## config.mk

```make
export PLATFORM = sky130hd
export DESIGN_NAME = spi_sck_divider
export DESIGN_NICKNAME = d
export VERILOG_FILES = /design/src/rtl/spi_clkdiv_pkg.sv /design/src/rtl/spi_clkdiv_decode.sv /design/src/rtl/spi_clkdiv_count.sv /design/src/rtl/spi_sck_divider.sv
export SDC_FILE = /design/constraint.sdc
export NUM_CORES = 1
export LEC_CHECK = 0
export ABC_AREA = 1
export BUFFER_PORTS_ARGS = -buffer_cell sky130_fd_sc_hd__clkbuf_2
export CAP_MARGIN = 10
export CELL_PAD_IN_SITES_DETAIL_PLACEMENT = 1
export CELL_PAD_IN_SITES_GLOBAL_PLACEMENT = 2
export CORE_ASPECT_RATIO = 0.9
export CORE_MARGIN = 3
export CORE_UTILIZATION = 30
export DETAILED_ROUTE_END_ITERATION = 12
export PLACE_DENSITY = 0.68
export SLEW_MARGIN = 5
export SYNTH_ARGS = -nofsm -noshare
export SYNTH_HDL_FRONTEND = slang
export SYNTH_SLANG_ARGS = --single-unit
```

## constraint.sdc

```tcl
create_clock -name clk -period 5.25 [get_ports clk]
set_input_delay 0.525 -clock clk [delete_from_list [all_inputs] [get_ports clk]]
set_output_delay 0.525 -clock clk [all_outputs]
set_load 0.02 [all_outputs]
```

## src/rtl/spi_clkdiv_pkg.sv

```systemverilog
package spi_clkdiv_pkg;

    localparam int PS_W   = 8;
    localparam int SPR_W  = 4;
    localparam int SPPR_W = 3;
    localparam int DIV_W  = SPR_W + (1 << SPPR_W) - 1 + 1;

    typedef logic [DIV_W-1:0] div_t;

    typedef struct packed {
        logic [SPR_W-1:0]  spr;
        logic [SPPR_W-1:0] sppr;
    } mant_exp_t;

    typedef struct packed {
        div_t period;
        div_t idle_len;
    } ratio_t;

    // Mantissa-exponent divisor; zero mantissa acts as one, result at least two.
    function automatic div_t ext_divisor(input mant_exp_t f);
        logic [SPR_W-1:0] m;
        div_t d;
        m = (f.spr == '0) ? SPR_W'(1) : f.spr;
        d = div_t'(m) << f.sppr;
        if (d < div_t'(2)) d = div_t'(2);
        return d;
    endfunction

    // Legacy code: twice the low nibble, minimum four.
    function automatic div_t leg_divisor(input logic [3:0] n);
        logic [3:0] h;
        h = (n < 4'd2) ? 4'd2 : n;
        return div_t'({h, 1'b0});
    endfunction

    // Cycles spent at the idle level in each period.
    function automatic div_t idle_span(input div_t d, input logic pol);
        return pol ? (d >> 1) : div_t'((d + div_t'(1)) >> 1);
    endfunction

endpackage

```

## src/rtl/spi_clkdiv_decode.sv

```systemverilog
module spi_clkdiv_decode
    import spi_clkdiv_pkg::*;
#(
    parameter bit EXT_ENC = 1'b1
) (
    input  logic [PS_W-1:0] prescale,
    input  logic            cpol,
    output ratio_t          ratio
);

    div_t period;

    generate
        if (EXT_ENC) begin : g_ext
            mant_exp_t field;
            logic      unused_gap;
            assign field.spr  = prescale[3:0];
            assign field.sppr = {prescale[7:6], prescale[4]};
            assign unused_gap = prescale[5];
            assign period     = ext_divisor(field);
        end else begin : g_leg
            logic [3:0] unused_hi;
            assign unused_hi = prescale[7:4];
            assign period    = leg_divisor(prescale[3:0]);
        end
    endgenerate

    assign ratio.period   = period;
    assign ratio.idle_len = idle_span(period, cpol);

endmodule

```

## src/rtl/spi_clkdiv_count.sv

```systemverilog
module spi_clkdiv_count
    import spi_clkdiv_pkg::*;
(
    input  logic clk,
    input  logic rst,
    input  logic en,
    input  div_t period,
    output div_t cnt_next,
    output logic wrap
);

    div_t cnt_q;

    assign wrap     = (cnt_q >= period - div_t'(1));
    assign cnt_next = wrap ? '0 : cnt_q + div_t'(1);

    always_ff @(posedge clk) begin
        if (rst || !en) cnt_q <= '0;
        else            cnt_q <= cnt_next;
    end

    // the phase counter stays inside the period once the divisor holds still
    a_r1_count_bound: assert property (@(posedge clk) disable iff (rst)
        (en && $past(en) && $stable(period)) |-> (cnt_q < period));

endmodule

```

## src/rtl/spi_sck_divider.sv

```systemverilog
module spi_sck_divider
    import spi_clkdiv_pkg::*;
#(
    parameter bit EXT_ENC = 1'b1
) (
    input  logic            clk,
    input  logic            rst,
    input  logic            en,
    input  logic            cpol,
    input  logic [PS_W-1:0] prescale,
    output logic            sck,
    output logic            launch,
    output logic            sample
);

    ratio_t ratio;
    div_t   cnt_next;
    logic   wrap;

    spi_clkdiv_decode #(.EXT_ENC(EXT_ENC)) u_decode (
        .prescale (prescale),
        .cpol     (cpol),
        .ratio    (ratio)
    );

    spi_clkdiv_count u_count (
        .clk      (clk),
        .rst      (rst),
        .en       (en),
        .period   (ratio.period),
        .cnt_next (cnt_next),
        .wrap     (wrap)
    );

    always_ff @(posedge clk) begin
        if (rst || !en) begin
            sck    <= cpol;
            sample <= 1'b0;
            launch <= 1'b0;
        end else begin
            sck    <= cpol ^ (cnt_next >= ratio.idle_len);
            sample <= (cnt_next == ratio.idle_len);
            launch <= wrap;
        end
    end

    // disabled means idle level and quiet strobes on the next cycle
    a_r6_idle_when_off: assert property (@(posedge clk) disable iff (rst)
        !en |=> (sck == $past(cpol)) && !sample && !launch);

    // the two strobes never coincide
    a_r7_strobes_apart: assert property (@(posedge clk) disable iff (rst)
        $onehot0({sample, launch}));

    // a sample strobe always accompanies a change of SCK level
    a_r7_sample_on_edge: assert property (@(posedge clk) disable iff (rst)
        (sample && $past(en) && $stable(cpol)) |-> (sck != $past(sck)));

    // a launch strobe always accompanies a return to idle
    a_r7_launch_on_edge: assert property (@(posedge clk) disable iff (rst)
        (launch && $stable(cpol)) |-> (sck != $past(sck)) && (sck == cpol));

endmodule

```

# Word level (Yosys, flattened, before mapping)
# Index checks and enable logic that the tools add are counted.
[totals] wordCells=21 output_inout_bits=3 reg_bits=15
[op_classes] n_eq_ne=1 n_addsub=3 bitwise_logic=1 reduce_logical=3 order_cmp=3 n_shift=1 mux=5
[ops] cell="adder 12 x 1 -> 12 bit, second input constant" n=2
[ops] cell="greater-or-equal comparator 12 bit" n=2
[ops] cell="2-to-1 mux 12 bit" n=2
[ops] cell="equality test 12 bit" n=1
[ops] cell="less-than comparator 12 x 2 -> 1 bit, second input constant" n=1
[ops] cell="<< shifter 4 x 3 -> 12 bit" n=1
[ops] cell="subtractor 12 x 1 -> 12 bit, second input constant" n=1
[ops] cell="2-to-1 mux 11 bit" n=1
[ops] cell="zero test 4 bit" n=1
[ops] cell="2-to-1 mux 4 bit" n=1
[ops] cell="zero test 1 bit" n=1
[ops] cell="logical OR 1 bit" n=1
[ops] cell="2-to-1 mux 1 bit" n=1
[ops] cell="bitwise XOR 1 bit" n=1

# Logic depth before layout (Yosys ltp)
[logic_depth] depth_word=11 ltp_mapped=36 mapped_depth_nobuf=35

# Cells and area by module
# A second synthesis with hierarchy kept.
[hier_totals] cells_unflattened=357 hier_area_um2=2178.3
[by_module_without_submodules] mod="spi_clkdiv_count" area_per_inst_um2=1272.5 n_inst=1 cells_per_inst=198 seq_area_each_um2=240.2
[by_module_without_submodules] mod="spi_sck_divider" area_per_inst_um2=455.4 n_inst=1 cells_per_inst=71 seq_area_each_um2=60.1
[by_module_without_submodules] mod="spi_clkdiv_decode" area_per_inst_um2=450.4 n_inst=1 cells_per_inst=88 seq_area_each_um2=0.0

# Least setup slack after synthesis
# Ideal clock, no wire load.
[synth_path] kind="input to register" startpoint="input prescale[4]" endpoint="register sck" stages=32 t_arrival_ps=4214 n_path_buf=2 path_slack_ps=927 path_cell_list="buf_6 -> or2_1 -> nand3_2 -> nand2_2 -> nand2_4 -> nand4_1 -> nor2_2 -> nand2_4 -> nand2_2 -> ha_1 -> nand2_2 -> nor2_1 -> nand2_1 -> xor2_1 -> inv_1 -> ha_1 -> nand4_1 -> a21oi_1 -> nor2_1 -> nand2_1 -> clkbuf_1 -> nor2_1 -> ha_1 -> inv_1 -> nor3_1 -> inv_1 -> o211ai_1 -> inv_1 -> nand2_1 -> nand3_1 -> nand2_1 -> inv_1"
[synth_via] elab_chain_cells=9 word_cells_on_any_way=11 cone_classes="add/sub (2); order compare (3); shift (1); mux (4); bitwise (1)"
[synth_lines] item="from (decl)" line="spi_sck_divider.sv:10" rtl="input logic [PS_W-1:0] prescale,"
[synth_lines] item="<< shifter 4 x 3 -> 12 bit (*)" line="spi_clkdiv_pkg.sv:25" rtl="d = div_t'(m) << f.sppr;"
[synth_lines] item="less-than comparator 12 x 2 -> 1 bit" line="spi_clkdiv_pkg.sv:26" rtl="if (d < div_t'(2)) d = div_t'(2);"
[synth_lines] item="2-to-1 mux 12 bit (*)" line="spi_clkdiv_pkg.sv:26"
[synth_lines] item="subtractor 12 x 1 -> 12 bit (*)" line="spi_clkdiv_count.sv:14" rtl="assign wrap = (cnt_q >= period - div_t'(1));"
[synth_lines] item="greater-or-equal comparator 12 bit (*)" line="spi_clkdiv_count.sv:14"
[synth_lines] item="2-to-1 mux 12 bit (*)" line="spi_clkdiv_count.sv:15" rtl="assign cnt_next = wrap ? '0 : cnt_q + div_t'(1);"
[synth_lines] item="net cnt_next[10]" line="spi_sck_divider.sv:17" rtl="div_t cnt_next;"
[synth_lines] item="greater-or-equal comparator 12 bit (*)" line="spi_sck_divider.sv:41" rtl="sck <= cpol ^ (cnt_next >= ratio.idle_len);"
[synth_lines] item="bitwise XOR 1 bit (*)" line="spi_sck_divider.sv:41"
[synth_lines] item="2-to-1 mux 1 bit (*)" line="spi_sck_divider.sv:36" rtl="if (rst || !en) begin"
[synth_lines] item="to (signal assigned)" line="spi_sck_divider.sv:37" rtl="sck <= cpol;"
[synth_lines] item="to (signal assigned)" line="spi_sck_divider.sv:41"
[synth_lines] item="to (decl)" line="spi_sck_divider.sv:11" rtl="output logic sck,"
# The timed path passes the listed nets; every way through them passes the cells marked *.
# A chain may end at the register's enable or synchronous reset.

# Worst setup path in the final report
# Same ends and word-level chain as after synthesis.

==> impl_metrics.toml <==
[power_and_ir_drop]
powerDensity_nw_per_um2 = 156.9
seq_power_share_pct = 34.4
p_sw_uw = 124.0
p_int_uw = 212.9
switching_share_pct = 36.81
p_leak_nw = 1.060
clkPwrFrac_pct = 29.2
pwr-share-comb_pct = 36.4
ir_drop_mv = 0.05228

[worst_setup_path]
critical-path-max-stage-delay_ns = 0.32
reg2reg_slack_ns = 2.34
crit_fanout = 13
critPathRequiredTime_ns = 5.41
worstSetupPathType = "primary input to flip-flop"
endpoint_kind = "flip-flop"
worst_r2r_path_depth = 18
crit_family = "simple AND/OR/NAND/NOR gates"
crit-reg2reg-launch = "u_count.cnt_q[1]"
start_kind = "primary input"
cp.depth = 32
critical-path-slowest-cell = "ha_1"
timing.rr.end = "sck"
crit_path_frequent_cell = "nand2_1"
path_buf_inv = 4
cp.arrival_ns = 4.74

[synth]
synth_top_area_share_pct = 16.87
synth-seq-cells = 15
synthMuxAreaShare_pct = 0
synth_xor_area_share_pct = 6.814
synthCells = 282
yosysWarnings = 0
synthSimpleGateAreaFrac_pct = 40.36
yosysUniqueCellTypes = 39
synthAdderAreaFrac_pct = 16.87
synth_top_area_cell = "ha_1"
postSynthAreaPerCell_um2 = 6.837
synth_compound_area_share_pct = 10.32
synth_top_family_by_area = "simple AND/OR/NAND/NOR gates"
syn_area_um2 = 1928
seq_area_frac_synth_pct = 15.57
ys_top_cells_by_area = "ha_1 (17%), dfxtp_1 (16%), nand2_1 (11%), inv_1 (7.2%), nor2_1 (5.8%)"

[timing]
finalCritPeriodShare_pct = 87.21
fin_ws_ns = 0.6714
slew_viol_final = 0
max_slew_margin_pct = 65.73
finalSetupViolations = 0
finalHoldViolCount = 0
tightest_slew_ns = 0.5135
setup-tns-final_ns = 0
skew_ns = 0.004674
maxClockFrequency_ghz = 0.2184
rsz0062_at_grt = "false"
period_minus_slack_ns = 4.579

[layout]
utilization_pct = 34.73
final_common_cell = "nand2_1"
n_antenna_cell = 0
syn2layout_area_growth_pct = 11.36
layout-drive-gt1-share_pct = 19.80
layout_common_cells = "nand2_1 (55), inv_1 (37), nor2_1 (30)"
final_cell_area_um2 = 2147
finalNetCount = 337

[place]
gp_congestion = 0.7710
pre_cts_slack_ns = 0.2091
placed_cell_area_um2 = 2098
hpwl_mm = 4.167
port-buffer-count = 13

[floorplan]
dieWidth_um = 90.51
die_h_um = 82.06
row_count = 27
core_um2 = 6182
start_util_pct = 31.19
pin_count = 15
die_area_um2 = 7426

[hold_path]
worstHoldStart = "rst"
holdCritPathClass = "primary input to flip-flop"
holdPathEnd = "sck"
hold_path_depth = 5

[clock_tree]
clock-sinks = 15
post_cts_buffers = 0
htreeDepth = 1
cts-root-buf = "clkbuf_8"
clock_latency_ns = 0.25
cts_hold_buf = 0
cts.path.max_buffers = 2
cts_buffers = 3
cts_tree = "done"
path_clk_slew_ns = 0.07

[detailed_routing]
drtPass1Iterations = 4
dr.first_iter.drc_count = 29
wl_per_cell_um = 12.11
drc_errors = 0
drt-total-wl_mm = 4.662
ant_nets = 0
viasPerCell = 4.545
vias = 1750

[grt]
grt_use_total_pct = 13.47
grt_pass1_vias = 1700
grt_max_degree = 15
grt_pass1_wl_mm = 7.879
overflow = 0
antenna_found_initial = 0

[run_status]
status = "completed"

[flow_run]
drv_cap = 0
[worst min-delay path: cells and delay by family]
family	cells	cell delay (ns)
simple gates	3	0.18
buf+inv	2	0.12
[power groups by stage]
stage	combinational (mW)	sequential [mW]	clock, mW
2_1_floorplan	0.0972	0.119	0
3_3_place_gp	0.125	0.118	0
3_5_place_dp	0.127	0.119	0
4_1_cts	0.127	0.116	0.102
5_1_grt	0.143	0.116	0.110
6_report	0.123	0.116	0.0982
[cell families (layout without fill, tap and decap cells)]
family,Yosys count,after routing
other,1,2
xor gates and xnor gates,15,15
adders and majority gates,26,26
buffers and inverters,47,62
and+or+nand+nor,150,150
AOI/OAI and AO/OA,28,28
DFF,15,15
[synthesized netlist by cell type, drive strengths merged]
| master | number |
|---|---|
| o21a | 1 |
| inv | 42 |
| a21o | 1 |
| dfxtp | 15 |
| nand3b | 1 |
| o2111ai | 1 |
| a21boi | 1 |
| xnor2 | 6 |
| nand4 | 6 |
| o211ai | 1 |
| nor3 | 17 |
| nor2 | 35 |
| nor4 | 4 |
| ha | 26 |
| a21oi | 11 |
| nand2 | 70 |
| o21ai | 12 |
| clkbuf | 3 |
| xor2 | 9 |
| nand3 | 14 |
| or2 | 3 |
| conb | 1 |
| buf | 2 |
[registers in the layout (all words and copies together) (netlist names)]
signal and flops:
launch 1, sample 1, sck 1, u_count.cnt_q 12
[what timing repair did]
| item | in CTS | in global routing |
|---|---|---|
| endpoints found under the hold margin | 0 | 0 |
| gates resized for setup | 0 | 1 |
| endpoints found under the setup margin | 0 | 1 |
[through the flow]
step | hold slack, ns | power (mW) | cells
3_3_place_gp | 0.5996 | 0.2432 | 381
3_5_place_dp | 0.6105 | 0.2451 | 381
6_report | 0.6087 | 0.3369 | 385
5_1_grt | 0.6249 | 0.3682 | 385
4_1_cts | 0.6098 | 0.3448 | 385
2_1_floorplan | 0.5459 | 0.2160 | 283
[worst max path at each step]
stage | startpoint | endpoint
6_report | prescale[4] | sck
5_1_grt | prescale[4] | sck
4_1_cts | prescale[4] | sck
3_5_place_dp | prescale[4] | sck
3_3_place_gp | prescale[4] | sck
2_1_floorplan | prescale[4] | sck
[layout make-up]
cell class	instances	area (um^2)
Tap cell	87	108.9
Timing Repair Buffer	16	87.58
Multi-Input combinational cell	221	1444
Clock buffer	3	41.29
Clock inverter	1	5.005
Inverter	42	160.2
Fill cell	801	4035
Sequential cell	15	300.3
[metal layers]
metal  GRT usage, %  share of wire, %  vias to the layer above
met5              0                 0                        -
met4          4.587               1.3                        0
li1               -                 -                      947
met1          18.13                52                      792
met3          1.099              0.79                        4
met2          22.87                45                        7
Power figures use the tool's default switching activity.
